--- config.mk ---
export PLATFORM = sky130hd
export DESIGN_NAME = dma_seq
export DESIGN_NICKNAME = d
export VERILOG_FILES = /design/src/rtl/dma_seq_pkg.sv /design/src/rtl/dma_prio.sv /design/src/rtl/dma_chan_file.sv /design/src/rtl/dma_seq.sv
export SDC_FILE = /design/constraint.sdc
export NUM_CORES = 1
export LEC_CHECK = 0
export BUFFER_PORTS_ARGS = -buffer_cell sky130_fd_sc_hd__buf_2
export CAP_MARGIN = 25
export CELL_PAD_IN_SITES_DETAIL_PLACEMENT = 1
export CELL_PAD_IN_SITES_GLOBAL_PLACEMENT = 1
export CORE_MARGIN = 3
export CORE_UTILIZATION = 45
export CTS_CLUSTER_SIZE = 20
export DETAILED_ROUTE_END_ITERATION = 16
export GPL_TIMING_DRIVEN = 0
export PLACE_DENSITY = 0.81
export SYNTH_ARGS = -nofsm -noshare
export SYNTH_HDL_FRONTEND = slang
export SYNTH_SLANG_ARGS = --single-unit
--- constraint.sdc ---
create_clock -name clk_i -period 9.33 [get_ports clk_i]
set_input_delay 2.799 -clock clk_i [delete_from_list [all_inputs] [get_ports clk_i]]
set_output_delay 2.799 -clock clk_i [all_outputs]
set_load 0.02 [all_outputs]
--- src/rtl/dma_seq_pkg.sv ---
package dma_seq_pkg;
  typedef enum logic [2:0] {
    ST_IDLE, ST_HOLD, ST_S1, ST_S2, ST_S3, ST_SW, ST_S4
  } state_e;

  typedef enum logic [1:0] {
    XF_IO2MEM  = 2'd0,
    XF_MEM2IO  = 2'd1,
    XF_MEM2MEM = 2'd2,
    XF_RSVD    = 2'd3
  } xfer_e;
endpackage

--- src/rtl/dma_prio.sv ---
module dma_prio #(
  parameter int N_CH = 4,
  localparam int CW = $clog2(N_CH)
) (
  input  logic [N_CH-1:0] req_i,
  output logic            valid_o,
  output logic [CW-1:0]   idx_o
);
  always_comb begin
    valid_o = |req_i;
    idx_o   = '0;
    for (int i = N_CH - 1; i >= 0; i--) begin
      if (req_i[i]) idx_o = CW'(i);
    end
  end
endmodule

--- src/rtl/dma_chan_file.sv ---
module dma_chan_file import dma_seq_pkg::*; #(
  parameter int N_CH = 4,
  parameter int AW   = 16,
  localparam int CW = $clog2(N_CH)
) (
  input  logic          clk_i,
  input  logic          rst_ni,
  input  logic          we_i,
  input  logic [1:0]    wsel_i,
  input  logic [CW-1:0] wch_i,
  input  logic [AW-1:0] wdata_i,
  input  logic [CW-1:0] sel_i,
  input  logic          adv_addr_i,
  input  logic          adv_cnt_i,
  output logic [AW-1:0] addr_o,
  output logic [AW-1:0] cnt_o,
  output xfer_e         mode_o
);
  logic [AW-1:0] addr_q [N_CH];
  logic [AW-1:0] cnt_q  [N_CH];
  xfer_e         mode_q [N_CH];

  for (genvar g = 0; g < N_CH; g++) begin : g_ch
    always_ff @(posedge clk_i or negedge rst_ni) begin
      if (!rst_ni) begin
        addr_q[g] <= '0;
        cnt_q[g]  <= '0;
        mode_q[g] <= XF_IO2MEM;
      end else if (we_i && wch_i == CW'(g)) begin
        case (wsel_i)
          2'd0:    addr_q[g] <= wdata_i;
          2'd1:    cnt_q[g]  <= wdata_i;
          2'd2:    mode_q[g] <= xfer_e'(wdata_i[1:0]);
          default: ;
        endcase
      end else if (sel_i == CW'(g)) begin
        if (adv_addr_i) addr_q[g] <= addr_q[g] + 1'b1;
        if (adv_cnt_i)  cnt_q[g]  <= cnt_q[g] - 1'b1;
      end
    end
  end

  assign addr_o = addr_q[sel_i];
  assign cnt_o  = cnt_q[sel_i];
  assign mode_o = mode_q[sel_i];
endmodule

--- src/rtl/dma_seq.sv ---
module dma_seq import dma_seq_pkg::*; #(
  parameter int N_CH = 4,
  parameter int AW   = 16,
  parameter int DW   = 8,
  localparam int CW  = $clog2(N_CH),
  localparam int RAW = CW + 2
) (
  input  logic            clk_i,
  input  logic            rst_ni,
  input  logic            reg_we_i,
  input  logic [RAW-1:0]  reg_addr_i,
  input  logic [AW-1:0]   reg_wdata_i,
  input  logic [N_CH-1:0] dreq_i,
  output logic            hrq_o,
  input  logic            hlda_i,
  input  logic            ready_i,
  input  logic [DW-1:0]   data_i,
  output logic [AW-1:0]   addr_o,
  output logic            adstb_o,
  output logic            aen_o,
  output logic [N_CH-1:0] dack_o,
  output logic            memr_no,
  output logic            memw_no,
  output logic            ior_no,
  output logic            iow_no,
  output logic [DW-1:0]   data_o,
  output logic            data_oe_o,
  output logic            tc_o
);
  state_e          state_q, state_d;
  logic            half_q;
  logic [CW-1:0]   chan_q;
  logic [N_CH-1:0] mask_q;
  logic            dack_hi_q;
  logic [AW-1:0]   dest_q;
  logic [DW-1:0]   temp_q;

  logic [N_CH-1:0] pend;
  logic            pend_any;
  logic [CW-1:0]   win;
  logic [AW-1:0]   cur_addr, cur_cnt;
  xfer_e           cur_mode;
  logic            reg_ok, wr_en, at_s4, is_m2m, is_m2i;
  logic            rd_ph, wr_ph, adv_addr, adv_cnt;
  logic [1:0]      wsel;
  logic [CW-1:0]   wch;

  assign pend   = dreq_i & ~mask_q;
  assign reg_ok = (state_q == ST_IDLE) || (state_q == ST_HOLD);
  assign wr_en  = reg_we_i && reg_ok;
  assign wsel   = reg_addr_i[RAW-1 -: 2];
  assign wch    = reg_addr_i[CW-1:0];

  dma_prio #(.N_CH(N_CH)) u_prio (
    .req_i  (pend),
    .valid_o(pend_any),
    .idx_o  (win)
  );

  assign is_m2m   = (cur_mode == XF_MEM2MEM);
  assign is_m2i   = (cur_mode == XF_MEM2IO);
  assign at_s4    = (state_q == ST_S4);
  assign adv_addr = at_s4 && !(is_m2m && half_q);
  assign adv_cnt  = at_s4 && (!is_m2m || half_q);

  dma_chan_file #(.N_CH(N_CH), .AW(AW)) u_chans (
    .clk_i     (clk_i),
    .rst_ni    (rst_ni),
    .we_i      (wr_en && wsel != 2'd3),
    .wsel_i    (wsel),
    .wch_i     (wch),
    .wdata_i   (reg_wdata_i),
    .sel_i     (chan_q),
    .adv_addr_i(adv_addr),
    .adv_cnt_i (adv_cnt),
    .addr_o    (cur_addr),
    .cnt_o     (cur_cnt),
    .mode_o    (cur_mode)
  );

  always_comb begin
    state_d = state_q;
    unique case (state_q)
      ST_IDLE: if (pend_any) state_d = ST_HOLD;
      ST_HOLD: if (!pend_any) state_d = ST_IDLE;
               else if (hlda_i) state_d = ST_S1;
      ST_S1:   state_d = ST_S2;
      ST_S2:   state_d = ST_S3;
      ST_S3,
      ST_SW:   state_d = ready_i ? ST_S4 : ST_SW;
      ST_S4:   state_d = (is_m2m && !half_q) ? ST_S1 : ST_IDLE;
      default: state_d = ST_IDLE;
    endcase
  end

  always_ff @(posedge clk_i or negedge rst_ni) begin
    if (!rst_ni) begin
      state_q   <= ST_IDLE;
      half_q    <= 1'b0;
      chan_q    <= '0;
      mask_q    <= '1;
      dack_hi_q <= 1'b0;
      dest_q    <= '0;
      temp_q    <= '0;
    end else begin
      state_q <= state_d;
      if (state_q == ST_HOLD && state_d == ST_S1) begin
        chan_q <= win;
        half_q <= 1'b0;
      end
      if (at_s4 && is_m2m && !half_q) begin
        temp_q <= data_i;
        half_q <= 1'b1;
      end
      if (at_s4 && is_m2m && half_q) dest_q <= dest_q + 1'b1;
      if (wr_en && wsel == 2'd3) begin
        case (wch)
          CW'(0):  mask_q    <= reg_wdata_i[N_CH-1:0];
          CW'(1):  dack_hi_q <= reg_wdata_i[0];
          CW'(2):  dest_q    <= reg_wdata_i;
          default: ;
        endcase
      end
    end
  end

  // Read strobe covers S2..S4, write strobe S3..S4 (waits included)
  assign rd_ph = (state_q == ST_S2) || (state_q == ST_S3) || (state_q == ST_SW) || at_s4;
  assign wr_ph = (state_q == ST_S3) || (state_q == ST_SW) || at_s4;

  always_comb begin
    memr_no = 1'b1;
    memw_no = 1'b1;
    ior_no  = 1'b1;
    iow_no  = 1'b1;
    if (is_m2m) begin
      if (!half_q) memr_no = !rd_ph;
      else         memw_no = !wr_ph;
    end else if (is_m2i) begin
      memr_no = !rd_ph;
      iow_no  = !wr_ph;
    end else begin
      ior_no  = !rd_ph;
      memw_no = !wr_ph;
    end
  end

  logic [N_CH-1:0] dack_act;
  always_comb begin
    dack_act = '0;
    if (rd_ph && !is_m2m) dack_act[chan_q] = 1'b1;
  end

  assign dack_o    = dack_hi_q ? dack_act : ~dack_act;
  assign hrq_o     = (state_q != ST_IDLE);
  assign aen_o     = !reg_ok;
  assign adstb_o   = (state_q == ST_S1);
  assign addr_o    = !aen_o ? '0 : ((is_m2m && half_q) ? dest_q : cur_addr);
  assign data_o    = temp_q;
  assign data_oe_o = is_m2m && half_q && rd_ph;
  assign tc_o      = adv_cnt && (cur_cnt == '0);
endmodule

After elaboration in Yosys (flattened, before gate mapping):

Index checks and enable logic that the tools add are counted.

* bits in registers: 171
* latch bits: 0
* bits in writable memories: 0
* ROM bits: 0
* output and inout bits: 37
* logic and storage cells: 195
* memories: 0

* add/sub/neg operators: 9
* multiply operators: 0
* divide/modulo/power cells: 0
* order comparisons: 3
* equality and inequality tests: 27
* shifts and indexed selects: 0
* muxes and demuxes: 66
* bitwise operators: 4
* reductions and logical operators: 67

Operators by type and width (count)
* two-way mux 16 bit: 35
* adder 16 x 1 -> 16 bit (second input constant): 5
* binary-select mux 16 bit (select 2 bit): 2
* subtractor 16 x 1 -> 16 bit (second input constant): 4
* nonzero test 2 bit: 13
* AND reduction 3 bit: 8
* logical AND 1 bit: 19
* inequality test 2 bit (second input constant): 9
* case mux 3 bit (6 select lines): 1
* zero test 16 bit: 1
* two-way mux 2 bit: 8
* equality test 2 bit (second input constant): 7
* two-way mux 1 bit: 13
* AND reduction 2 bit: 6
* equality test 3 x 2 -> 1 bit (second input constant): 3
* equality test 3 bit (second input constant): 3
* two-way mux 3 bit: 3
* equality test 2 x 1 -> 1 bit (second input constant): 4
* two-way mux 4 bit: 2
* NOT 4 bit: 2
* logical OR 1 bit: 7
* zero test 1 bit: 6
* zero test 2 bit: 3
* bitwise AND 4 bit: 1
* other kinds (11): 11

Longest topological paths before layout:

Gate-level depths: netlist of run 1.

* word-level depth: 12
* mapped depth: 9
* mapped depth without buffers: 7

By module:

Synthesis of run 1 repeated with hierarchy kept, for this count alone.

* cells, all modules: 1294
* area, all modules: 11299.6 um^2

By module, submodules not included
* dma_chan_file: instances 1, cells each 1024, area each 8958.6 um^2, sequential area each 3403.3 um^2
* dma_seq: instances 1, cells each 263, area each 2306.0 um^2, sequential area each 880.8 um^2
* dma_prio: instances 1, cells each 7, area each 35.0 um^2, sequential area each 0.0 um^2

Least setup slack after synthesis of run 1:

Ideal clock, no wire load.

* path kind: reg2out
* start point: register u_chans.cnt_q[2] in the netlist's numbering
* end point: output port tc_o
* arrival: 2.297 ns
* setup slack: 4.234 ns
* cell stages (with the launch flop): 7
* path buffers: 1
* cell sequence: dfrtp_1 > or3_4 > or4_1 > clkbuf_2 > or4_4 > o221ai_1 > and4bb_2

* word-level cells in the longest chain between the ends: 5

RTL lines
* from (decl): RTL line dma_chan_file.sv:20 `logic [AW-1:0] cnt_q [N_CH];`
* from (signal, indexed assignment): RTL line dma_chan_file.sv:32 `2'd1: cnt_q[g] <= wdata_i;`
* from (signal, indexed assignment): RTL line dma_chan_file.sv:38 `if (adv_cnt_i) cnt_q[g] <= cnt_q[g] - 1'b1;`
* binary-select mux 16 bit (select 2 bit): RTL line dma_chan_file.sv:44 `assign cnt_o = cnt_q[sel_i];`
* two-way mux 16 bit (implied by the code) (2 in a row): RTL line dma_chan_file.sv:44
* zero test 16 bit: RTL line dma_seq.sv:161 `assign tc_o = adv_cnt && (cur_cnt == '0);`
* logical AND 1 bit: RTL line dma_seq.sv:161
* to (decl): RTL line dma_seq.sv:28 `output logic tc_o`

Every way passes these cells. The select of a mux whose other input is x is not followed.

Final worst setup path of run 1:

* start point: register u_chans.mode_q[2] in the netlist's numbering
* end point: output port addr_o[12]

* word-level cells in the longest chain between the ends: 7

RTL lines
* from (decl): RTL line dma_chan_file.sv:21 `xfer_e mode_q [N_CH];`
* from (signal, indexed assignment): RTL line dma_chan_file.sv:33 `2'd2: mode_q[g] <= xfer_e'(wdata_i[1:0]);`
* binary-select mux 2 bit (select 2 bit): RTL line dma_chan_file.sv:45 `assign mode_o = mode_q[sel_i];`
* two-way mux 2 bit (implied by the code) (2 in a row): RTL line dma_chan_file.sv:45
* equality test 2 bit: RTL line dma_seq.sv:60 `assign is_m2m = (cur_mode == XF_MEM2MEM);`
* logical AND 1 bit: RTL line dma_seq.sv:158 `assign addr_o = !aen_o ? '0 : ((is_m2m && half_q) ? dest_q : cur_addr);`
* two-way mux 16 bit (2 in a row): RTL line dma_seq.sv:158
* to (decl): RTL line dma_seq.sv:18 `output logic [AW-1:0] addr_o,`

Every way passes these cells. The select of a mux whose other input is x is not followed.

==> metrics, run 1 <==
drt pass-1 iters 6; n_diodes 0; GRT Total Usage 0.334; Routed Antenna Nets 0; Hold Crit Start u_chans.cnt_q[9]$_DFFE_PN0P_; outcome finished, final reports clean; Post-CTS Resized 0; PnR worst setup slack 3.39 ns; worst vdd ir 0.000138 V; vias in the first global route 11575; worst relative slew slack 0.271; hold_ws 0.501 ns; maximum clock rate 168 MHz; worst-skew pair later-pin latency 0.45 ns; Inst Count DP 1651; register area 4280 um^2; Tmin final 5.94 ns; Final Non-Filler Cells 1683; CP endpoint kind output pin; Boundary Pins 74; total wire length 43800 um; cell count after synthesis 1269; CTS tree built; Worst R2R Start state_q[1]$_DFF_PN0_; Worst Path Max Fanout 10; Post-Syn Area 10900 um^2; IO Port Bufs 59; FF+latch count, synth 171; deepest clock path buffer count 2; Avg Inst Size Synth 8.63 um^2; Layout fillers 2900; Hold Vio Cnt, Final 0; hpwl dp 30500 um; Vias 11439; final setup violating endpoints 0; WP data required 6.53 ns; largest net degree at the start of global routing 102; Worst Hold Class flip-flop to flip-flop; R2R Path End u_chans.cnt_q[32]$_DFFE_PN0P_; layout cell share with drive strength beyond 1 0.132; final worst path period share 0.636; r2r setup slk 6.19 ns; RSZ-0062 raised after global routing no; width of the die 162 um; Slew Limit Fails 0; Primary FF master, synth dfrtp_1; Max Cap Violations 0; Die Height 162 um; Core Area 23700 um^2; Final Util 0.519; Final TNS setup 0 ns; worst slack at placement 3.75 ns; most used routing layer met2; Synth Warn # 0; Power Dens Cells 299 nW/um^2; NumNets Final 1397; global-route wire length before repair 67900 um; met2 Use GR 0.524; Worst-path clk slew 0.08 ns; Reg2Reg Depth 8; routed vias/inst 6.80; DRT iter0 DRCs 1286; fraction of registers with async set/reset 1.00; Setup CP Type flip-flop to output pin; CTS H-tree lvls 4; GP Congestion 1.01; Avg WL per Cell 26.1 um; Site Rows 56; Final Instance Area 12300 um^2; Root Buffer clkbuf_16; die footprint 26200 um^2; Worst EP arrival 3.14 ns; GRT met3 Usage 0.0630; Slew @ Worst Pin 1.09 ns; Post-synth EDFFs 0; Hold Path Depth 1; clock skew 0.0107 ns; Layout area overhead 12.4%; multi-input combinational cell area 6190 um^2; area post-placement 11700 um^2; Worst Hold Path EP u_chans.cnt_q[9]$_DFFE_PN0P_; post-CTS setup buffers 0; Tot Pwr 3.68 mW; Mapped Nets 1315; register area share after synthesis 0.391; GR Layer Usage met1 0.448; gr ovfl total 0; initial antenna violation count 0; DRC viols 0; Initial Utilization 0.462; startpoint types flip-flop; leakage 4.76 nW; Post-CTS Hold Fix Bufs 0; number of clock sinks 171; TritonCTS Buffers 17; synth unique cells 87
flip-flops by register name (all words and copies together) (netlist names):
register and count:
mask_q 4, u_chans.cnt_q 64, u_chans.mode_q 8, u_chans.addr_q 64, chan_q 2, half_q 1
dack_hi_q 1, dest_q 16, data_o 8, state_q 3
worst max-delay path: stages (launching register included):
cell and delay [ns]:
dfrtp_1 0.41, nand2b_1 0.20, mux4_1 0.64, clkbuf_1 0.29
nor2_1 0.44, buf_2 0.29, nand2_1 0.11, a21oi_1 0.14
buf_2 0.19
cell usage after synthesis, types with 25 or more instances:
master / number / area, um^2
dfrtp_1: 167 / 4180
nand2_1: 143 / 537
nor2_1: 125 / 469
a21oi_1: 95 / 475
o21ai_0: 79 / 395
clkbuf_1: 56 / 210
nand3_1: 52 / 260
nor3_1: 52 / 260
inv_1: 31 / 116
nor4_1: 26 / 163
nand4_1: 25 / 156
cell usage in the layout (no fill, tap or decap), drive strengths merged, types with 25 or more instances in the layout:
cell and count:
nand2 143, clkbuf 79, inv 37, o21ai 79, nor4 26, nor3 54
nand3 52, nand4 25, dfrtp 167, nor2 126, buf 84, a21oi 95
cells by family after synthesis:
kind of cell    synth area share
simple gates               0.250
fa+ha+maj                 0.0103
xor+xnor                  0.0208
compound gates             0.223
flops                      0.391
mux                       0.0607
buf+inv                   0.0440
routing by layer:
| layer | routed length [um] | vias up |
|---|---|---|
| li1 | - | 4950 |
| met1 | 18000 | 5802 |
| met2 | 19900 | 535 |
| met3 | 3650 | 152 |
| met4 | 2310 | 0 |
| met5 | 0 | - |
area by class of cell:
type                       count  area share
tap                          319      0.0324
sequential                   171       0.348
multi-input combinational    985       0.503
clock inverter                14      0.0128
inverter                      31     0.00946
buffer                        82      0.0297
timing repair buffer          63      0.0295
clock buffer                  18      0.0349
worst max-delay path by stage:
stage	startpoint	endpoint	cells past startpoint
after detailed placement	reg_addr_i[2]	u_chans.cnt_q[24]$_DFFE_PN0P_	9
after global routing	chan_q[1]$_DFFE_PN0P_	addr_o[12]	8
after global placement	rst_ni	u_chans.cnt_q[5]$_DFFE_PN0P_	1
after floorplan	u_chans.cnt_q[2]$_DFFE_PN0P_	tc_o	6
after CTS	u_chans.cnt_q[2]$_DFFE_PN0P_	tc_o	7
final	u_chans.mode_q[2]$_DFFE_PN0P_	addr_o[12]	8
where the power goes:
part,total (mW),internal [mW],switching (mW)
registers,1.43,1.03,0.399
logic,1.50,0.607,0.897
clock network,0.749,0.401,0.348
total,3.68,2.04,1.64
Power figures use the tool's default switching activity.
==> run 2, diff against run 1 <==
--- a/config.mk
+++ b/config.mk
@@ -10,7 +10,7 @@
 export CELL_PAD_IN_SITES_DETAIL_PLACEMENT = 1
 export CELL_PAD_IN_SITES_GLOBAL_PLACEMENT = 1
 export CORE_MARGIN = 3
-export CORE_UTILIZATION = 45
+export CORE_UTILIZATION = 43
 export CTS_CLUSTER_SIZE = 20
 export DETAILED_ROUTE_END_ITERATION = 16
 export GPL_TIMING_DRIVEN = 0
==> constraint.sdc (replaced) <==
create_clock -name clk_i -period 5.2 [get_ports clk_i]
set_input_delay 1.56 -clock clk_i [delete_from_list [all_inputs] [get_ports clk_i]]
set_output_delay 1.56 -clock clk_i [all_outputs]
set_load 0.02 [all_outputs]
==> metrics, run 2 (synthesis results as in run 1) <==
clock skew 0.0202 ns (+0.00950 ns); CP endpoint kind output pin; Layout area overhead 12.6%; width of the die 166 um (+2.2%); IO Port Bufs 59 (unchanged); Root Buffer clkbuf_16; Setup CP Type flip-flop to output pin; Initial Utilization 0.444 (-0.0186); Slew Limit Fails 0 (unchanged); RSZ-0062 raised after global routing no; P_sw 2.95 mW (+79%); WP data required 3.64 ns (-2.89 ns); DRT iter0 DRCs 1050 (-18%); Sw Ratio 0.447 (about the same); Site Rows 57 (+1.8%); Int Pwr 3.65 mW (+79%); Worst Path Max Fanout 5 (-5); die footprint 27400 um^2 (+4.5%); initial antenna violation count 0 (unchanged); Routed Antenna Nets 0 (unchanged); Core Area 24700 um^2 (+4.2%); crit-path cells nor4_1 > nand4b_1 > or4_1 > o21ai_0 > and4bb_2 > buf_2; Worst Hold Class flip-flop to flip-flop; sequential power share 0.389 (about the same); number of clock sinks 171 (unchanged); most common cell after layout, fill and taps aside dfrtp_1; register area 4280 um^2 (unchanged); Tmin final 4.68 ns; maximum clock rate 214 MHz; worst relative slew slack 0.217 (-0.0538); post-CTS setup buffers 0 (unchanged); multi-input combinational cell area 6180 um^2 (-0.10%); worst-skew pair later-pin latency 0.45 ns (about the same); outcome finished, final reports clean; routed vias/inst 6.75 (-0.66%); Power Dens Cells 535 nW/um^2 (+79%); startpoint types flip-flop; total wire length 44000 um (+0.38%); Slew @ Worst Pin 1.17 ns (+0.0736 ns); Clock power frac 0.203 (about the same); Comb power frac 0.408 (about the same); Post-CTS Hold Fix Bufs 0 (unchanged); Post-CTS Resized 0 (unchanged); hpwl dp 31100 um (+2.2%); Vias 11411 (-0.24%); PnR worst setup slack 0.518 ns (-2.87 ns); slowest CP cell nor4_1; Worst-path clk slew 0.07 ns (about the same); biggest regs u_chans.addr_q x64, u_chans.cnt_q x64, dest_q x16; Max Cap Violations 0 (unchanged); CTS tree built; layout cell share with drive strength beyond 1 0.133 (+0.00127); final worst path period share 0.900; Worst EP arrival 3.12 ns (-0.02 ns); Boundary Pins 74 (unchanged); n_diodes 0 (unchanged); deepest clock path buffer count 2 (unchanged); global-route wire length before repair 67600 um (-0.46%); Hold Vio Cnt, Final 0 (unchanged); largest net degree at the start of global routing 89 (-13%); drt pass-1 iters 6 (unchanged); Avg WL per Cell 26.0 um (about the same); NumNets Final 1399 (+0.14%); GRT Total Usage 0.325 (-0.00913); final setup violating endpoints 0 (unchanged); DRC viols 0 (unchanged); GP Congestion 1.01 (-0.36%); TritonCTS Buffers 17 (unchanged); Tot Pwr 6.60 mW (+79%); worst vdd ir 0.000307 V (+120%); max incr delay on CP 0.61 ns (-0.03 ns); most frequent cells in the layout dfrtp_1 (167), nand2_1 (143), nor2_1 (125); vias in the first global route 11366 (-1.8%); Layout fillers 2967 (+2.3%); gr ovfl total 0 (unchanged); worst slack at placement 1.01 ns (-2.73 ns); Final TNS setup 0 ns (unchanged); Die Height 166 um (+2.2%); CTS H-tree lvls 4 (unchanged); leakage 4.77 nW (+0.13%)
-- run 2: worst paths after layout --
kind	from	to	slack [ns]	cells after the start
max	u_chans.cnt_q[24]$_DFFE_PN0P_	tc_o	0.52	6
min	u_chans.cnt_q[9]$_DFFE_PN0P_	u_chans.cnt_q[9]$_DFFE_PN0P_	0.51	1
max reg2reg	state_q[1]$_DFF_PN0_	u_chans.addr_q[12]$_DFFE_PN0P_	2.08	7
min reg2reg	u_chans.cnt_q[9]$_DFFE_PN0P_	u_chans.cnt_q[9]$_DFFE_PN0P_	0.51	1
max in group asynchronous	rst_ni	mask_q[3]$_DFFE_PN1P_	3.14	2
min in group asynchronous	rst_ni	u_chans.cnt_q[45]$_DFFE_PN0P_	1.12	1
-- run 2: power groups by stage --
stage / registers (mW) / clock network (mW) / logic (mW)
3_3_place_gp: 2.51 / 0 / 2.53
6_report: 2.56 / 1.34 / 2.69
5_1_grt: 2.62 / 1.40 / 2.93
3_5_place_dp: 2.54 / 0 / 2.64
2_1_floorplan: 2.31 / 0 / 1.86
4_1_cts: 2.53 / 1.34 / 2.66
-- run 2: layout make-up --
| class | count | share of cell area |
|---|---|---|
| flip-flops and latches | 171 | 0.348 |
| well taps | 324 | 0.0329 |
| multi-input cells | 985 | 0.501 |
| repair buffers | 65 | 0.0317 |
| plain buffers | 82 | 0.0296 |
| clock buffers | 17 | 0.0345 |
| clock inverters | 15 | 0.0131 |
| inverters | 31 | 0.00944 |
-- run 2: layer usage --
layer | track usage | share of wire | up-vias | routed length [um]
met2 | 0.515 | 0.46 | 558 | 20400
met1 | 0.433 | 0.41 | 5781 | 18200
met3 | 0.0728 | 0.082 | 123 | 3610
met5 | 0 | 0 | - | 0
met4 | 0.128 | 0.040 | 0 | 1770
li1 | - | - | 4949 | -
-- run 2: critical path: cells and delay by family, from the launching register on --
| family | cells | cell delay [ns] |
|---|---|---|
| and+or+nand+nor | 4 | 1.70 |
| DFF | 1 | 0.43 |
| AOI/OAI and AO/OA | 1 | 0.37 |
| buffers and inverters | 1 | 0.19 |
-- run 2: metrics by stage --
stage,instance area [um^2],utilization,hold slack [ns],std cells
2_1_floorplan,10900,-,0.456,1269
3_3_place_gp,11600,0.472,0.474,1652
3_5_place_dp,11700,0.474,0.492,1655
4_1_cts,12300,0.498,0.510,1687
5_1_grt,12300,0.500,0.526,1690
6_report,12300,0.500,0.513,1690
==> run 3, diff against run 2 <==
--- a/config.mk
+++ b/config.mk
@@ -5,12 +5,13 @@
 export SDC_FILE = /design/constraint.sdc
 export NUM_CORES = 1
 export LEC_CHECK = 0
+export ABC_AREA = 1
 export BUFFER_PORTS_ARGS = -buffer_cell sky130_fd_sc_hd__buf_2
 export CAP_MARGIN = 25
 export CELL_PAD_IN_SITES_DETAIL_PLACEMENT = 1
 export CELL_PAD_IN_SITES_GLOBAL_PLACEMENT = 1
 export CORE_MARGIN = 3
-export CORE_UTILIZATION = 43
+export CORE_UTILIZATION = 40
 export CTS_CLUSTER_SIZE = 20
 export DETAILED_ROUTE_END_ITERATION = 16
 export GPL_TIMING_DRIVEN = 0
==> metrics, run 3 <==
outcome finished, final reports clean; DRT iter0 DRCs 1131 (+7.7%); Worst EP arrival 2.95 ns (-0.17 ns); register area 4280 um^2 (unchanged); Synth area leaders dfrtp_1 (34%), nand2_1 (25%), nand3_1 (6.6%); Worst-path clk slew 0.06 ns (about the same); layout cell share with drive strength beyond 1 0.0954 (-0.0379); crit path launch chan_q[0]$_DFFE_PN0P_; Max Cap Violations 0 (unchanged); biggest regs u_chans.addr_q x64, u_chans.cnt_q x64, dest_q x16; most common cell after layout, fill and taps aside nand2_1; Boundary Pins 74 (unchanged); global-route wire length before repair 76100 um (+13%); synth unique cells 38 (-56%); Routed Antenna Nets 0 (unchanged); R2R Path End u_chans.cnt_q[21]$_DFFE_PN0P_; crit path to addr_o[9]; worst relative slew slack 0.420 (+0.203); Slew @ Worst Pin 0.866 ns (-0.301 ns); Initial Utilization 0.409 (-0.0348); Worst Path Max Fanout 10 (+5); Post-CTS Hold Fix Bufs 0 (unchanged); Reg2Reg Depth 9 (+2); register area share after synthesis 0.351 (-0.0405); Worst R2R Start state_q[2]$_DFF_PN0_; FF+latch count, synth 171 (unchanged); maximum clock rate 222 MHz (+3.7%); CP endpoint kind output pin; number of clock sinks 171 (unchanged); r2r setup slk 2.82 ns (+0.74 ns); vias in the first global route 13594 (+20%); GRT Total Usage 0.295 (-0.0301); Layout area overhead 12.4%; Die Height 181 um (+9.2%); final setup violating endpoints 0 (unchanged); Mapped Nets 1953 (+49%); Post-synth top cells nand2_1 (811), nor2_1 (172), dfrtp_1 (167); die footprint 32700 um^2 (+19%); most common cell in the netlist nand2_1; initial antenna violation count 0 (unchanged); Post-Syn Area 12200 um^2 (+12%); worst vdd ir 0.000298 V (-2.9%); Tmin final 4.51 ns (-0.168 ns); most frequent cells in the layout nand2_1 (811), nor2_1 (172), dfrtp_1 (167); CTS H-tree lvls 4 (unchanged); largest area contributor in the netlist dfrtp_1; Core Area 29900 um^2 (+21%); Post-synth EDFFs 0 (unchanged); Power Dens Cells 546 nW/um^2 (+2.0%); Worst Hold Class flip-flop to flip-flop; largest net degree at the start of global routing 93 (+4.5%); Vias 13283 (+16%); routed vias/inst 5.53 (-18%); Layout fillers 4071 (+37%); Setup CP Type flip-flop to output pin; worst slack at placement 1.21 ns (+0.200 ns); leakage 7.10 nW (+49%); gr ovfl total 0 (unchanged); fraction of registers with async set/reset 1.00 (unchanged); DRC viols 0 (unchanged); TritonCTS Buffers 17 (unchanged); WP data required 3.64 ns (about the same); CTS tree built; cell count after synthesis 1907 (+50%); drt pass-1 iters 5 (-1); GP Congestion 0.940 (-6.8%); worst-skew pair later-pin latency 0.46 ns (about the same); Synth Warn # 0 (unchanged); post-synth top area share 0.342 (-0.0396); width of the die 181 um (+9.2%); hpwl dp 36200 um (+16%); Avg Inst Size Synth 6.40 um^2 (-26%); post-CTS setup buffers 0 (unchanged); Avg WL per Cell 20.0 um (-23%); total wire length 48100 um (+9.3%); hold_ws 0.472 ns (-0.0408 ns); final worst path period share 0.868 (-0.0323); startpoint types flip-flop; Hold Vio Cnt, Final 0 (unchanged); Site Rows 63 (+11%); Slew Limit Fails 0 (unchanged); RSZ-0062 raised after global routing no; Root Buffer clkbuf_16; clock skew 0.0143 ns (-0.00591 ns); NumNets Final 2046 (+46%); Final TNS setup 0 ns (unchanged); deepest clock path buffer count 2 (unchanged); Primary FF master, synth dfrtp_1; n_diodes 0 (unchanged); PnR worst setup slack 0.687 ns (+0.168 ns); multi-input combinational cell area 6950 um^2 (+13%); IO Port Bufs 73 (+24%); Post-CTS Resized 0 (unchanged)
-- run 3: changes by cell type after synthesis, moves of 26 or more --
cell and change:
nor2_1 +47, clkbuf_1 -39, o21ai_1 +58, inv_1 +126, nand3_1 +108, nand2_1 +668
nor4_1 -26, xor2_1 +29, o21ai_0 +33, a21oi_1 -90
-- run 3: layer usage --
metal  up-vias  GRT usage  wire length [um]
li1       6284          -                 -
met1      6527      0.401             21500
met2       370      0.464             21600
met3       102     0.0501              2900
met4         0      0.126              2150
met5         -          0                 0
-- run 3: through the flow --
step | total power, mW | std cells | utilization | area (um^2)
after global placement | 5.85 | 2370 | 0.437 | 13100
final | 7.49 | 2403 | 0.459 | 13700
after CTS | 7.46 | 2403 | 0.459 | 13700
after global routing | 8.08 | 2403 | 0.459 | 13700
after floorplan | 4.79 | 1907 | - | 12200
after detailed placement | 6.01 | 2371 | 0.439 | 13100
-- run 3: cell type report --
cell class                      instances  area share
Inverter                              163      0.0448
Multi-Input combinational cell       1515       0.507
Clock inverter                         10      0.0100
Clock buffer                           22      0.0353
Tap cell                              390      0.0356
Buffer                                 58      0.0262
Timing Repair Buffer                   74      0.0294
Sequential cell                       171       0.312
-- run 3: cell families after synthesis --
kind of cell / synth area share
AOI/OAI and AO/OA: 0.0956
xor gates and xnor gates: 0.0344
adders and majority gates: 0.00922
buffers and inverters: 0.0797
DFF: 0.351
and+or+nand+nor: 0.430
-- run 3: report_power, final --
part           total (mW)  internal, mW  switching, mW
Clock                1.41         0.808          0.599
Sequential           2.45          1.83          0.622
Combinational        3.64          1.20           2.44
Total                7.49          3.83           3.66
-- run 3: worst max-delay path, stage by stage (launching register included) --
cell	delay [ns]
dfrtp_1	0.38
buf_6	0.14
nor2_4	0.28
nand2_1	0.09
nand2_1	0.16
nor2_8	0.08
nand3_2	0.10
buf_6	0.17
clkbuf_1	0.42
o21ai_0	0.15
a21oi_1	0.30
buf_2	0.23
-- run 3: worst min-delay path by stage --
stage	start	end	slack [ns]	cells after the start
final	data_o[6]$_DFFE_PN0P_	data_o[6]$_DFFE_PN0P_	0.47	2
after detailed placement	data_o[1]$_DFFE_PN0P_	data_o[1]$_DFFE_PN0P_	0.46	2
after global routing	data_o[7]$_DFFE_PN0P_	data_o[7]$_DFFE_PN0P_	0.50	2
after floorplan	mask_q[2]$_DFFE_PN1P_	mask_q[2]$_DFFE_PN1P_	0.45	2
after CTS	data_o[1]$_DFFE_PN0P_	data_o[1]$_DFFE_PN0P_	0.48	2
after global placement	data_o[4]$_DFFE_PN0P_	data_o[4]$_DFFE_PN0P_	0.45	2
